`config.mk`:
```
export PLATFORM = sky130hd
export DESIGN_NAME = blit_xfer_setup
export DESIGN_NICKNAME = d
export VERILOG_FILES = /design/src/rtl/blit_setup_pkg.sv /design/src/rtl/blit_axis_orient.sv /design/src/rtl/blit_rot_calc.sv /design/src/rtl/blit_xfer_setup.sv
export SDC_FILE = /design/constraint.sdc
export NUM_CORES = 1
export LEC_CHECK = 0
export ABC_AREA = 1
export BUFFER_PORTS_ARGS = -buffer_cell sky130_fd_sc_hd__buf_2
export CELL_PAD_IN_SITES_DETAIL_PLACEMENT = 1
export CELL_PAD_IN_SITES_GLOBAL_PLACEMENT = 1
export CORE_MARGIN = 4
export CORE_UTILIZATION = 43
export DETAILED_ROUTE_END_ITERATION = 8
export GPL_ROUTABILITY_DRIVEN = 1
export PLACE_DENSITY = 0.92
export SKIP_LAST_GASP = 1
export SLEW_MARGIN = 20
export SYNTH_ARGS = -nofsm -noshare
export SYNTH_HDL_FRONTEND = slang
export SYNTH_SLANG_ARGS = --single-unit
```
`constraint.sdc`:
```
create_clock -name clk -period 1.85 [get_ports clk]
set_input_delay 0.185 -clock clk [delete_from_list [all_inputs] [get_ports clk]]
set_output_delay 0.185 -clock clk [all_outputs]
set_load 0.05 [all_outputs]
```
`src/rtl/blit_setup_pkg.sv`:
```
package blit_setup_pkg;
  localparam int CW = 16;
  localparam int RW = 3;
  localparam int CTL_W = 12;
  localparam int CTL_XF = 0;
  localparam int CTL_YF = 1;
  localparam int CTL_REN = 7;
  localparam int CTL_ROT = 8;

  // Triple a horizontal byte count in 24-bit mode, wrapping to CW bits.
  function automatic logic [CW-1:0] scale_h(input logic [CW-1:0] v, input logic m24);
    logic [CW+1:0] t;
    t = {2'b00, v} + {1'b0, v, 1'b0};
    return m24 ? t[CW-1:0] : v;
  endfunction

  // Rotation phase: quarter of the (offset) byte position, reduced mod 6.
  function automatic logic [RW-1:0] rot_phase(input logic [CW-1:0] dx, input logic fwd);
    logic [CW:0] s;
    logic [CW:0] q;
    s = {1'b0, dx} + (fwd ? {(CW+1){1'b0}} : (CW+1)'(2));
    q = s >> 2;
    return RW'(q % (CW+1)'(6));
  endfunction
endpackage

```
`src/rtl/blit_axis_orient.sv`:
```
module blit_axis_orient
  import blit_setup_pkg::*;
#(
  parameter int W = CW
) (
  input  logic [W-1:0] s_in,
  input  logic [W-1:0] d_in,
  input  logic [W-1:0] len,
  input  logic         force_fwd,
  output logic [W-1:0] s_out,
  output logic [W-1:0] d_out,
  output logic         fwd
);
  logic [W-1:0] span;
  assign span  = len - W'(1);
  assign fwd   = force_fwd | ~(s_in < d_in);
  assign s_out = fwd ? s_in : s_in + span;
  assign d_out = fwd ? d_in : d_in + span;
endmodule

```
`src/rtl/blit_rot_calc.sv`:
```
module blit_rot_calc
  import blit_setup_pkg::*;
(
  input  logic [CW-1:0] dx,
  input  logic          fwd,
  input  logic          en,
  output logic [RW-1:0] rot
);
  assign rot = en ? rot_phase(dx, fwd) : '0;
endmodule

```
`src/rtl/blit_xfer_setup.sv`:
```
module blit_xfer_setup
  import blit_setup_pkg::*;
(
  input  logic          clk,
  input  logic          rst_n,
  input  logic          start,
  input  logic          fill,
  input  logic          mode24,
  input  logic [15:0]   src_x,
  input  logic [15:0]   src_y,
  input  logic [15:0]   dst_x,
  input  logic [15:0]   dst_y,
  input  logic [15:0]   width,
  input  logic [15:0]   height,
  input  logic [7:0]    fill_byte,
  output logic          done,
  output logic [31:0]   src_pos,
  output logic [31:0]   dst_pos,
  output logic [31:0]   size,
  output logic [11:0]   ctl,
  output logic [31:0]   fill_word
);
  localparam int NAX = 2;

  logic          accept;
  logic          empty_req;
  logic [CW-1:0] w_adj;
  logic [CW-1:0] ax_s  [NAX];
  logic [CW-1:0] ax_d  [NAX];
  logic [CW-1:0] ax_l  [NAX];
  logic [CW-1:0] ax_so [NAX];
  logic [CW-1:0] ax_do [NAX];
  logic          ax_fwd[NAX];
  logic [RW-1:0] rot;
  logic [CTL_W-1:0] ctl_d;

  assign empty_req = (width == '0) | (height == '0);
  assign accept    = start & ~empty_req;
  assign w_adj     = scale_h(width, mode24);

  assign ax_s[0] = fill ? '0 : scale_h(src_x, mode24);
  assign ax_d[0] = scale_h(dst_x, mode24);
  assign ax_l[0] = w_adj;
  assign ax_s[1] = fill ? '0 : src_y;
  assign ax_d[1] = dst_y;
  assign ax_l[1] = height;

  for (genvar a = 0; a < NAX; a++) begin : g_axis
    blit_axis_orient #(.W(CW)) u_axis (
      .s_in(ax_s[a]), .d_in(ax_d[a]), .len(ax_l[a]), .force_fwd(fill),
      .s_out(ax_so[a]), .d_out(ax_do[a]), .fwd(ax_fwd[a])
    );
  end

  blit_rot_calc u_rot (
    .dx(ax_do[0]), .fwd(ax_fwd[0]), .en(mode24), .rot(rot)
  );

  always_comb begin
    ctl_d = '0;
    ctl_d[CTL_XF] = ax_fwd[0];
    ctl_d[CTL_YF] = ax_fwd[1];
    ctl_d[CTL_REN] = mode24;
    ctl_d[CTL_ROT +: RW] = rot;
  end

  always_ff @(posedge clk or negedge rst_n) begin
    if (!rst_n) begin
      done      <= 1'b0;
      src_pos   <= '0;
      dst_pos   <= '0;
      size      <= '0;
      ctl       <= '0;
      fill_word <= '0;
    end else begin
      done <= accept;
      if (accept) begin
        src_pos   <= fill ? '0 : {ax_so[0], ax_so[1]};
        dst_pos   <= {ax_do[0], ax_do[1]};
        size      <= {w_adj, height};
        ctl       <= ctl_d;
        fill_word <= fill ? {8'h00, fill_byte, fill_byte, fill_byte} : '0;
      end
    end
  end
endmodule

```
==> results of run 1 <==
-- metal layers --
metal | GRT overflow | track usage, %
met1 | 0 | 59.55
met2 | 23 | 87.70
met3 | 0 | 37.94
met4 | 28 | 68.10
met5 | 0 | 9.135
-- synth_stat cells, drive strengths merged, types with 2 or more instances --
cell type	count	area share (%)
nand2	536	17
inv	262	7.9
o21ai	197	8.0
ha	143	14
nand3	129	5.6
nor2	116	4.0
dfrtp	111	22
a21oi	110	4.5
xor2	79	5.6
buf	39	2.3
clkbuf	38	1.1
o21bai	22	1.3
xnor2	19	1.3
nand4	16	0.80
nor3	12	0.48
o211ai	9	0.54
a21o	7	0.42
fa	7	1.1
nor4	5	0.30
or2	3	0.15
a21boi	2	0.12
and2	2	0.11
nand3b	2	0.12
-- through the flow --
stage | TNS [ns] | worst slack, ns | area, um2
3_3_place_gp | -146.95 | -5.648 | 17500
3_5_place_dp | -190.17 | -7.057 | 17500
2_1_floorplan | -94.50 | -5.321 | 12710
4_1_cts | -150.59 | -6.354 | 18440
-- logic make-up after synthesis --
logic type / Yosys count / share of synthesized area (%)
buffers and inverters: 339 / 11.35
adder cells (fa/ha/maj): 150 / 15.51
other: 1 / 0.03015
AND/OR/NAND/NOR: 824 / 28.41
flip-flops: 111 / 22.33
XOR/XNOR: 98 / 6.900
AO/OA/AOI/OAI: 355 / 15.47
-- repair_timing --
item,CTS
endpoints found under the setup margin,111
gates resized for setup,144
hold buffers,1
endpoints found under the hold margin,111
buffers inserted,24
pin swaps,72
==> key figures, run 1 <==
Placed design
  – Placed Cells: ~2900
  – Post-detail-place hpwl: approximately 55000 um
  – IO buf count: approximately 240
  – Placer congestion estimate: between 0.9 and 1

Floorplanning
  – Die W: about 180 um
  – Die Ht: about 180 um
  – Number of core rows: 62
  – Starting Density: 43.46%
  – Io pins: 250

Logic synthesis
  – Cell Area, Synth: about 0.012 mm2
  – Synth unique cells: 53
  – Syn avg cell area: roughly 6.6 um2
  – Most used DFF post-synth: dfrtp_1
  – Mapped Cells: 1878
  – Warnings from Yosys: 0
  – Synth Register Bits: approximately 110
  – Post-synth EDFFs: 0
  – Post-synthesis sequential area ratio: around 22%
  – Async S/R FF share, synth: between 90% and 100%

GRT
  – Gr usage total: between 60% and 70%
  – Largest net degree at the start of global routing: approximately 110
  – First-pass GRT wire length: approximately 150000 um
  – Vias in the first global route: approximately 23000
  – Grt total ovfl: around 50

Clock network
  – H-tree depth: 3
  – Clk buf depth: 2
  – Num CTS Buffers: 9
  – Num Clock Sinks: 111
  – Clock Tree Root: clkbuf_16

Run status
  – Fail Step: 5_1_grt
  – Tool error: [ERROR GRT-0116] Global routing finished with congestion. Check the congestion regions in the DRC Viewer.
  – Status: stopped before the end
==> run 2: changes to the inputs <==
--- a/config.mk
+++ b/config.mk
@@ -7,13 +7,11 @@
 export LEC_CHECK = 0
 export ABC_AREA = 1
 export BUFFER_PORTS_ARGS = -buffer_cell sky130_fd_sc_hd__buf_2
-export CELL_PAD_IN_SITES_DETAIL_PLACEMENT = 1
-export CELL_PAD_IN_SITES_GLOBAL_PLACEMENT = 1
 export CORE_MARGIN = 4
-export CORE_UTILIZATION = 43
+export CORE_UTILIZATION = 40
 export DETAILED_ROUTE_END_ITERATION = 8
 export GPL_ROUTABILITY_DRIVEN = 1
-export PLACE_DENSITY = 0.92
+export PLACE_DENSITY_LB_ADDON = 0.15
 export SKIP_LAST_GASP = 1
 export SLEW_MARGIN = 20
 export SYNTH_ARGS = -nofsm -noshare
==> run 2 against run 1 <==
  * The flow now finishes, with violations (negative setup slack)
  * Synthesized cell count did not move
  * Area after synthesis did not move
==> key figures, run 2 <==
Detailed routing
  – Final ANT Viol Nets: 0
  – 1st-pass router iterations: 7
  – Via count: approximately 15000
  – Routed WL: about 50000 um
  – DRC errors left: 0
  – Drt wl/cell: between 15 and 20 um
  – Vias per Instance: between 5 and 6
  – Initial drt markers: around 900

Setup path
  – R2R Path Start: src_pos[7]
  – CP startpoint: src_x[1]
  – Reg-to-reg slack, setup: between 1 and 1.5 ns
  – CP peak stage delay: roughly 0.37 ns
  – Critical path endpoint: ctl[9]
  – FF-to-FF End: src_pos[7]
  – Critical Path End Type: flop
  – WP data required: 2.15 ns
  – CP most frequent cell: nand2_2
  – Worst setup path class: input port to flop
  – CP Launch Type: input port
  – FF-to-FF path depth: 2
  – Crit path DAT: ~8 ns
  – Slowest cell on the critical path: fa_2
  – Critical Path Fanout Max: 5

Layout
  – Fraction of layout cells with a size suffix above 1: between 40 and 50%
  – FILL cells: ~2500
  – Commonest non-fill, non-tap cell in the layout: buf_4
  – Area grow syn2layout: 67.21%
  – Largest regs: dst_pos x32, size x32, src_pos x32
  – Commonest non-fill, non-tap cells in the layout: buf_4, nand2_1, inv_1, buf_2, ha_1
  – Area of the multi-input gates: slightly below 0.01 mm2
  – Area occupied by registers: between 0.002 and 0.003 mm2
  – Nets: 2901

Floorplanning
  – Die W: 184.3 um (+3.5%)
  – Io pins: 250 (unchanged)
  – Core ar.: 0.03067 mm2
  – Starting Density: 40.56% (-2.9 points)
  – Die ar.: roughly 0.034 mm2
  – Die Ht: 184.3 um (+3.5%)
  – Number of core rows: 64 (+3.2%)

Clock network
  – H-tree depth: 3 (unchanged)
  – Reg clk slew, reported paths: roughly 0.090 ns
  – Clk Latency, worst-skew pair: approximately 0.37 ns
  – Clock Tree Root: clkbuf_16
  – Clk buf depth: 2 (unchanged)
  – Num Clock Sinks: 111 (unchanged)
  – TritonCTS clock tree: built
  – Num CTS Buffers: 9 (unchanged)

GRT
  – First-pass GRT wire length: between 60000 and 70000 um
  – Grt total ovfl: 0
  – Antenna violations before repair: 0
  – Vias in the first global route: ~15000
  – Largest net degree at the start of global routing: just over 50
  – Gr usage total: about a quarter

Timing
  – Fin crit period: around 8 ns
  – Final hold violations: 0
  – Clock Skew: 0 ns
  – Final setup fails: 74
  – Final worst slack: -5.927 ns
  – RSZ-0062 raised after global routing: yes
  – Setup_tns: -128.47 ns
  – Final Slew Violations: 0
  – Worst relative slew slack: a little over two fifths
  – Peak Freq: ~130 MHz
  – Slew @ Worst Pin: about 0.86 ns
  – Final Cycle Share: 420.4%

Power and ir drop
  – Power Total: approximately 18 mW
  – Peak VDD IR: approximately 0.0006 V
  – Leakage power: 11.34 nW
  – Power per cell area: approximately 860 mW/mm2

Worst hold path
  – Hold WC Path Type: input port to flop
  – Depth of the worst hold-timing path: 3

Logic synthesis
  – Synth Area in Compound Gates: 15.47% (unchanged)
  – Most used DFF post-synth: dfrtp_1
  – Post-synth EDFFs: 0 (unchanged)
  – Synth unique cells: 53 (unchanged)
  – Warnings from Yosys: 0 (unchanged)
  – Synth Register Bits: 111 (unchanged)
  – Cell Area, Synth: 0.01244 mm2 (unchanged)
  – Count leader, synth: nand2_1
  – Simple-Gate Fraction of Synth Area: 28.41% (unchanged)
  – Mapped Cells: 1878 (unchanged)
  – Post-synthesis xor/xnor area fraction: 6.900% (unchanged)
  – Post-synthesis sequential area ratio: 22.33% (unchanged)
  – Share of Yosys cell area claimed by the top area cell type: 22.33% (unchanged)
  – Async S/R FF share, synth: 100.0% (unchanged)
  – Post-synthesis mux area share: 0% (unchanged)
  – Top cells by count, synth: nand2_1, inv_1, o21ai_0
  – Adder-cell area share of the yosys netlist: 15.51% (unchanged)
  – Syn avg cell area: 6.624 um2 (unchanged)
  – Cells taking the most area after synthesis: dfrtp_1, nand2_1, ha_1
  – Largest family of logic cells by synthesized area: simple AND/OR/NAND/NOR gates
  – Post-synth top area cell: dfrtp_1

Run status
  – Violated checks: negative setup slack
  – Status: finished with violations

Run
  – Max_cap viols: 0

Placed design
  – Post-detail-place hpwl: 35280 um (-36%)
  – Placer congestion estimate: 0.8991 (-4.7%)
  – IO buf count: 235 (unchanged)
-- run 2: cell counts after synthesis --
Identical to the previous run, type by type.
-- run 2: logic make-up (layout without fill, tap and decap cells) --
group	after synthesis	after routing
AND/OR/NAND/NOR	824	825
adder cells (fa/ha/maj)	150	150
AO/OA/AOI/OAI	355	355
flip-flops	111	111
other	1	15
buffers and inverters	339	1093
XOR/XNOR	98	98
-- run 2: worst max-delay path, delay by kind of cell --
kind                     cells  cell delay [ns]
AND/OR/NAND/NOR             50             4.37
adder cells (fa/ha/maj)      5             1.05
AO/OA/AOI/OAI               13             1.80
buffers and inverters        7             0.59
-- run 2: stage by stage --
| step | hold slack [ns] | instance area (um2) | setup WS, ns | instances | util (%) |
|---|---|---|---|---|---|
| after floorplan | -0.1106 | 12710 | -5.321 | 1891 | - |
| after global placement | 0.1239 | 17520 | -5.655 | 2905 | 57.14 |
| after detailed placement | 0.1282 | 17520 | -6.053 | 2905 | 57.14 |
| after CTS | 0.05892 | 18810 | -5.536 | 2973 | 61.33 |
| after global routing | 0.06460 | 20800 | -6.551 | 3042 | 67.81 |
| final | 0.05896 | 20800 | -5.927 | 3043 | 67.82 |
-- run 2: worst min path at each step --
stage / endpoint / start / slack (ns)
floorplan: ctl[0] / rst_n / -0.11
global placement: dst_pos[4] / rst_n / 0.12
detailed placement: dst_pos[4] / rst_n / 0.13
CTS: fill_word[17] / fill_byte[1] / 0.06
global route: size[1] / height[1] / 0.06
finish: size[1] / height[1] / 0.06
-- run 2: timing repair --
action,4_1_cts,5_1_grt
endpoints found under the hold margin,22,0
gates cloned,4,17
setup endpoints to repair,106,110
buffers inserted,51,71
hold buffers,1,0
resized for setup,164,325
pin swaps,69,146
-- run 2: final cells by class --
cell class | count | area share [%]
Tap cell | 396 | 2.382
Sequential cell | 111 | 13.35
Timing Repair Buffer | 816 | 30.59
Antenna cell | 1 | 0.01203
Inverter | 262 | 4.933
Clock inverter | 6 | 0.3429
Clock buffer | 9 | 1.083
Multi-Input combinational cell | 1442 | 47.30
-- run 2: routing by layer --
metal / vias up / track usage (%) / routed length, um
li1: 7576 / - / -
met1: 7233 / 31.36 / 19970
met2: 551 / 45.50 / 25050
met3: 137 / 2.743 / 3113
met4: 0 / 8.459 / 1981
met5: - / 0 / 0
-- run 2: report_power, final --
part	switching (mW)	internal [mW]	leakage, nW	total (mW)
Clock	1.05	1.06	0.138	2.11
Sequential	0.240	2.81	1.36	3.05
Combinational	7.49	5.24	9.84	12.7
Total	8.79	9.11	11.3	17.9
No activity file was read; power rests on OpenSTA's default activity.
==> run 3: changes to the inputs <==
--- a/config.mk
+++ b/config.mk
@@ -7,8 +7,10 @@
 export LEC_CHECK = 0
 export ABC_AREA = 1
 export BUFFER_PORTS_ARGS = -buffer_cell sky130_fd_sc_hd__buf_2
+export CELL_PAD_IN_SITES_DETAIL_PLACEMENT = 1
+export CELL_PAD_IN_SITES_GLOBAL_PLACEMENT = 2
 export CORE_MARGIN = 4
-export CORE_UTILIZATION = 40
+export CORE_UTILIZATION = 33
 export DETAILED_ROUTE_END_ITERATION = 8
 export GPL_ROUTABILITY_DRIVEN = 1
 export PLACE_DENSITY_LB_ADDON = 0.15
==> run 3 against run 2 <==
  * The run still ends with negative setup slack left
  * Die area up 20%
  * Non-clock buffer count decreased by 14
  * Hold slack worse by 0.018 ns
  * Via count shrank 0.50%
  * Sequential power about the same
  * Maximum frequency is 0.12% lower
  * Critical endpoint is now ctl[10]
==> key figures, run 3 (same netlist as run 2, synthesis figures left out) <==
Layout
  – Nets: 2886 (-0.52%)
  – Commonest non-fill, non-tap cells in the layout: buf_4, nand2_1, inv_1, buf_2, ha_1
  – Area grow syn2layout: 58.67%
  – Fraction of layout cells with a size suffix above 1: 40.16% (-3.9 points)
  – FILL cells: 4807 (+90%)
  – Largest regs: dst_pos x32, size x32, src_pos x32
  – Non-Filler Instances: 3142 (+3.3%)
  – Commonest non-fill, non-tap cell in the layout: buf_4

Floorplanning
  – Starting Density: 33.74% (-6.8 points)
  – Die Ht: 202.2 um (+9.7%)
  – Number of core rows: 70 (+9.4%)
  – Die ar.: 0.04086 mm2 (+20%)
  – Io pins: 250 (unchanged)
  – Die W: 202.2 um (+9.7%)
  – Core ar.: 0.03687 mm2 (+20%)

Setup path
  – WP data required: 2.19 ns (+0.04 ns)
  – FF-to-FF End: dst_pos[23]
  – Critical Path Fanout Max: 6 (+1)
  – Reg-to-reg slack, setup: 1.11 ns (-0.02 ns)
  – R2R Path Start: dst_pos[23]
  – Critical Path End Type: flop
  – FF-to-FF path depth: 2 (unchanged)
  – Worst setup path class: input port to flop
  – CP peak stage delay: 0.37 ns (about the same)
  – Crit path DAT: 8.13 ns (+0.05 ns)
  – Slowest cell on the critical path: fa_2
  – CP Launch Type: input port
  – CP most frequent cell: nand2_2

Power and ir drop
  – Power per cell area: 921.6 mW/mm2 (+7.1%)
  – Peak VDD IR: 0.0006083 V (+3.7%)
  – Power Total: 18.19 mW (+1.6%)
  – Leakage power: 10.96 nW (-3.4%)

Clock network
  – H-tree depth: 3 (unchanged)
  – Clk Latency, worst-skew pair: 0.39 ns (+0.02 ns)
  – TritonCTS clock tree: built
  – Reg clk slew, reported paths: 0.09 ns (about the same)
  – Clk buf depth: 2 (unchanged)
  – Clock Tree Root: clkbuf_16
  – Num Clock Sinks: 111 (unchanged)
  – Num CTS Buffers: 9 (unchanged)

GRT
  – Grt total ovfl: 0 (unchanged)
  – Largest net degree at the start of global routing: 112 (+120%)
  – Antenna violations before repair: 6 (+6)
  – Gr usage total: 25.36% (+0.12 points)
  – Vias in the first global route: 16320 (+12%)
  – First-pass GRT wire length: 84530 um (+21%)

Worst hold path
  – Hold WC Path Type: input port to flop
  – Depth of the worst hold-timing path: 3 (unchanged)
  – Hold endpoint: fill_word[16]
  – Hold path start: fill_byte[0]

Detailed routing
  – Initial drt markers: 599 (-33%)
  – Routed WL: 55720 um (+11%)
  – Via count: 15420 (-0.50%)
  – DRC errors left: 0 (unchanged)
  – Drt wl/cell: 17.73 um (+7.7%)
  – Final ANT Viol Nets: 0 (unchanged)
  – 1st-pass router iterations: 5 (-2)
  – Vias per Instance: 4.908 (-3.6%)

Placed design
  – IO buf count: 235 (unchanged)
  – Post-detail-place hpwl: 42470 um (+20%)
  – Placed Cells: 3033 (+4.4%)
  – Placer congestion estimate: 0.8528 (-5.1%)
  – Setup WS pre-CTS: -6.233 ns (-0.1804 ns)

Timing
  – Slew @ Worst Pin: 0.8561 ns (-0.001308 ns)
  – Final hold violations: 0 (unchanged)
  – Final setup fails: 90 (+22%)
  – Setup_tns: -120.48 ns (+7.987 ns)
  – Fin crit period: 7.786 ns (+0.008930 ns)
  – Final Cycle Share: 420.9% (+0.48 points)
  – Worst relative slew slack: 42.32% (+0.088 points)
  – RSZ-0062 raised after global routing: yes
  – Final Slew Violations: 0 (unchanged)
  – Clock Skew: 0 ns (unchanged)
  – Final worst slack: -5.936 ns (-0.008930 ns)
  – Peak Freq: 128.4 MHz (-0.12%)

Run status
  – Violated checks: negative setup slack
  – Status: finished with violations

Run
  – Max_cap viols: 0 (unchanged)
==> run 3: cell types whose count changed in the layout (fill, tap and decap cells not counted), sizes merged <==
cell	change
nand3	-1
clkinvlp	-1
clkinv	+1
inv	+2
diode	+5
bufinv	-1
buf	-1
clkbuf	-13
==> run 3: final cells by class <==
cell class	count	area [um2]	share of cell area, %
inverters	262	1008	5.109
well taps	504	630.6	3.195
clock inverters	7	75.07	0.3803
diodes	6	15.01	0.07607
repair buffers	802	5708	28.92
multi-input cells	1441	9298	47.11
clock buffers	9	225.2	1.141
flip-flops and latches	111	2778	14.07
==> run 3: worst max path at each step <==
| stage | startpoint | to | slack (ns) |
|---|---|---|---|
| final | src_x[1] | ctl[10] | -5.94 |
| after global routing | src_x[1] | ctl[9] | -6.42 |
| after CTS | src_x[1] | ctl[10] | -5.58 |
| after global placement | src_x[1] | ctl[10] | -5.73 |
| after floorplan | src_x[0] | ctl[9] | -5.32 |
| after detailed placement | src_x[1] | ctl[10] | -6.23 |
==> run 3: stage by stage <==
| step | instance area (um2) | utilization, % | hold slack [ns] |
|---|---|---|---|
| 3_5_place_dp | 17810 | 48.30 | 0.3421 |
| 5_1_grt | 19740 | 53.53 | 0.05201 |
| 2_1_floorplan | 12710 | - | -0.1106 |
| 4_1_cts | 18950 | 51.40 | 0.03652 |
| 6_report | 19740 | 53.53 | 0.04113 |
| 3_3_place_gp | 17810 | 48.30 | 0.3261 |
==> run 3: report_power, final <==
| group | leakage (nW) | total (mW) | switching, mW | internal (mW) |
|---|---|---|---|---|
| sequential | 1.36 | 3.06 | 0.251 | 2.81 |
| clock | 0.144 | 2.20 | 1.23 | 0.965 |
| combinational | 9.45 | 12.9 | 7.76 | 5.17 |
| total | 11.0 | 18.2 | 9.24 | 8.95 |
==> run 3: repair_timing <==
action | 4_1_cts | 5_1_grt
setup buffers | 124 | 23
cloned | 0 | 1
pin swaps | 84 | 84
gates resized for setup | 99 | 155
endpoints found under the hold margin | 111 | 0
endpoints found under the setup margin | 88 | 108
hold buffers | 1 | 0
==> run 3: layer usage <==
metal	track usage, %	wire length (um)	up-vias
met1	32.12	24020	7477
met5	0	0	-
met2	45.32	28060	295
li1	-	-	7547
met4	8.948	2001	0
met3	2.054	1637	101
==> run 3: worst max-delay path: cells and delay by family <==
family,cells,cell delay (ns)
and+or+nand+nor,35,3.42
buffers and inverters,14,1.53
xor gates and xnor gates,1,0.24
AOI/OAI and AO/OA,13,1.66
adders and majority gates,5,1.12
==> run 4: changes to the inputs <==
--- a/config.mk
+++ b/config.mk
@@ -9,7 +9,6 @@
 export BUFFER_PORTS_ARGS = -buffer_cell sky130_fd_sc_hd__buf_2
 export CELL_PAD_IN_SITES_DETAIL_PLACEMENT = 1
 export CELL_PAD_IN_SITES_GLOBAL_PLACEMENT = 2
-export CORE_MARGIN = 4
 export CORE_UTILIZATION = 33
 export DETAILED_ROUTE_END_ITERATION = 8
 export GPL_ROUTABILITY_DRIVEN = 1
==> run 4 against run 3 <==
  * The run still ends with negative setup slack left
  * Combinational power is 9% higher
  * Critical path type unchanged
  * Worst setup slack got worse by 0.37 ns
  * Die area is 5.8% lower
  * Flip-flop and latch count is the same
  * Non-clock buffer count rose by 45
  * Clock skew did not move
  * Register-to-register slack about the same
  * Highest routed layer unchanged
==> key figures, run 4 (same netlist as run 2, synthesis figures left out) <==
Setup path
  – WP data required: 2.14 ns (-0.05 ns)
  – Slowest cell on the critical path: fa_2
  – CP peak stage delay: 0.37 ns (about the same)
  – Crit path DAT: 8.44 ns (+0.31 ns)
  – CP most frequent cell: nand2_2
  – Critical Path Fanout Max: 11 (+5)
  – FF-to-FF path depth: 2 (unchanged)
  – FF-to-FF End: dst_pos[10]
  – CP Launch Type: input port
  – CP startpoint: src_x[1]
  – Reg-to-reg slack, setup: 1.11 ns (about the same)
  – Critical Path End Type: flop
  – R2R Path Start: dst_pos[10]
  – Worst setup path class: input port to flop

Timing
  – RSZ-0062 raised after global routing: yes
  – Setup_tns: -137.19 ns (-16.71 ns)
  – Final worst slack: -6.301 ns (-0.3655 ns)
  – Final Cycle Share: 440.6% (+20 points)
  – Final setup fails: 104 (+16%)
  – Fin Hold WS: 0.03415 ns (-0.006975 ns)
  – Worst relative slew slack: 50.33% (+8.0 points)
  – Peak Freq: 122.7 MHz (-4.5%)
  – Clock Skew: 0 ns (unchanged)
  – Final hold violations: 0 (unchanged)
  – Fin crit period: 8.151 ns (+0.3655 ns)
  – Final Slew Violations: 0 (unchanged)
  – Slew @ Worst Pin: 0.7372 ns (-0.1189 ns)

GRT
  – Vias in the first global route: 17450 (+6.9%)
  – First-pass GRT wire length: 93730 um (+11%)
  – Grt total ovfl: 0 (unchanged)
  – Antenna violations before repair: 3 (-3)
  – Largest net degree at the start of global routing: 47 (-58%)
  – Gr usage total: 31.30% (+5.9 points)

Detailed routing
  – Drt wl/cell: 20.46 um (+15%)
  – Routed WL: 65150 um (+17%)
  – Initial drt markers: 796 (+33%)
  – DRC errors left: 0 (unchanged)
  – Via count: 16410 (+6.4%)
  – Vias per Instance: 5.153 (+5.0%)
  – Final ANT Viol Nets: 0 (unchanged)
  – 1st-pass router iterations: 5 (unchanged)

Layout
  – Final instance area: 0.02106 mm2 (+6.7%)
  – Largest regs: dst_pos x32, size x32, src_pos x32
  – Commonest non-fill, non-tap cells in the layout: buf_4, nand2_1, inv_1, buf_2, ha_1
  – Nets: 2931 (+1.6%)
  – Area grow syn2layout: 69.31%
  – Fraction of layout cells with a size suffix above 1: 44.94% (+4.8 points)
  – Commonest non-fill, non-tap cell in the layout: buf_4

Clock network
  – Clk Latency, worst-skew pair: 0.39 ns (about the same)
  – TritonCTS clock tree: built
  – Clock Tree Root: clkbuf_16
  – Clk buf depth: 2 (unchanged)
  – Num Clock Sinks: 111 (unchanged)
  – Num CTS Buffers: 9 (unchanged)
  – Reg clk slew, reported paths: 0.09 ns (about the same)
  – H-tree depth: 3 (unchanged)

Floorplanning
  – Die Ht: 196.2 um (-3.0%)
  – Io pins: 250 (unchanged)
  – Core ar.: 0.03687 mm2 (unchanged)
  – Die W: 196.2 um (-3.0%)
  – Starting Density: 33.74% (unchanged)
  – Die ar.: 0.03847 mm2 (-5.8%)
  – Number of core rows: 70 (unchanged)

Placed design
  – Placer congestion estimate: 0.8495 (-0.39%)
  – Post-detail-place hpwl: 41790 um (-1.6%)
  – Setup WS pre-CTS: -6.361 ns (-0.1276 ns)
  – IO buf count: 235 (unchanged)
  – Placed Area: 0.01777 mm2 (-0.24%)

Worst hold path
  – Hold path start: fill_byte[6]
  – Hold WC Path Type: input port to flop
  – Depth of the worst hold-timing path: 3 (unchanged)
  – Hold endpoint: fill_word[22]

Power and ir drop
  – Power per cell area: 920.7 mW/mm2 (about the same)
  – Leakage power: 11.49 nW (+4.8%)
  – Peak VDD IR: 0.0006790 V (+12%)

Run status
  – Violated checks: negative setup slack
  – Status: finished with violations

Run
  – Max_cap viols: 0 (unchanged)
==> run 4: cell count changes in the layout (fill, tap and decap cells not counted), sizes merged <==
cell,change
bufinv,+1
inv,+1
bufbuf,+1
clkinv,-1
diode,-3
buf,+43
clkbuf,+1
clkinvlp,-1
==> run 4: area by class of cell <==
class	count	area [um2]
Antenna cell	3	7.507
Multi-Input combinational cell	1441	9983
Clock buffer	9	225.2
Clock inverter	7	92.59
Fill cell	4670	15810
Inverter	262	1023
Sequential cell	111	2778
Timing Repair Buffer	847	6321
Tap cell	504	630.6
==> run 4: worst max path at each step <==
stage	end	cells past startpoint
floorplan	ctl[9]	76
global placement	ctl[10]	70
detailed placement	ctl[10]	72
CTS	ctl[10]	71
global route	ctl[9]	65
finish	ctl[9]	67
==> run 4: metrics by stage <==
step                std cells  util, %  power, mW
global placement         3029    48.18      12.77
detailed placement       3029    48.18      13.25
finish                   3184    57.12      19.39
floorplan                1891        -      9.232
CTS                      3185    54.25      17.04
global route             3184    57.12      20.44
==> run 4: worst max-delay path, delay by kind of cell <==
family                     cells  cell delay (ns)
AOI/OAI and AO/OA             22             3.36
adders and majority gates      3             0.75
and+or+nand+nor               35             3.36
buffers and inverters          7             0.77
==> run 4: where the power goes <==
part           internal, mW  switching (mW)  leakage, nW
Sequential             2.81           0.240         1.36
Combinational          5.67            8.35         9.97
Clock                  1.10            1.23        0.156
==> run 4: timing repair <==
| action | in CTS | in global routing |
|---|---|---|
| endpoints found under the setup margin | 89 | 111 |
| buffers inserted | 142 | 60 |
| gates cloned | 3 | 2 |
| hold buffers | 1 | 0 |
| pin swaps | 139 | 197 |
| resized for setup | 204 | 305 |
| endpoints found under the hold margin | 24 | 0 |
==> run 4: per-layer routing <==
metal	share of wire (%)	vias to the layer above	global-route usage (%)
met1	40	8016	36.68
met4	5.5	0	15.05
met5	0	-	0
met2	50	551	56.85
met3	4.1	215	3.163
li1	-	7626	-
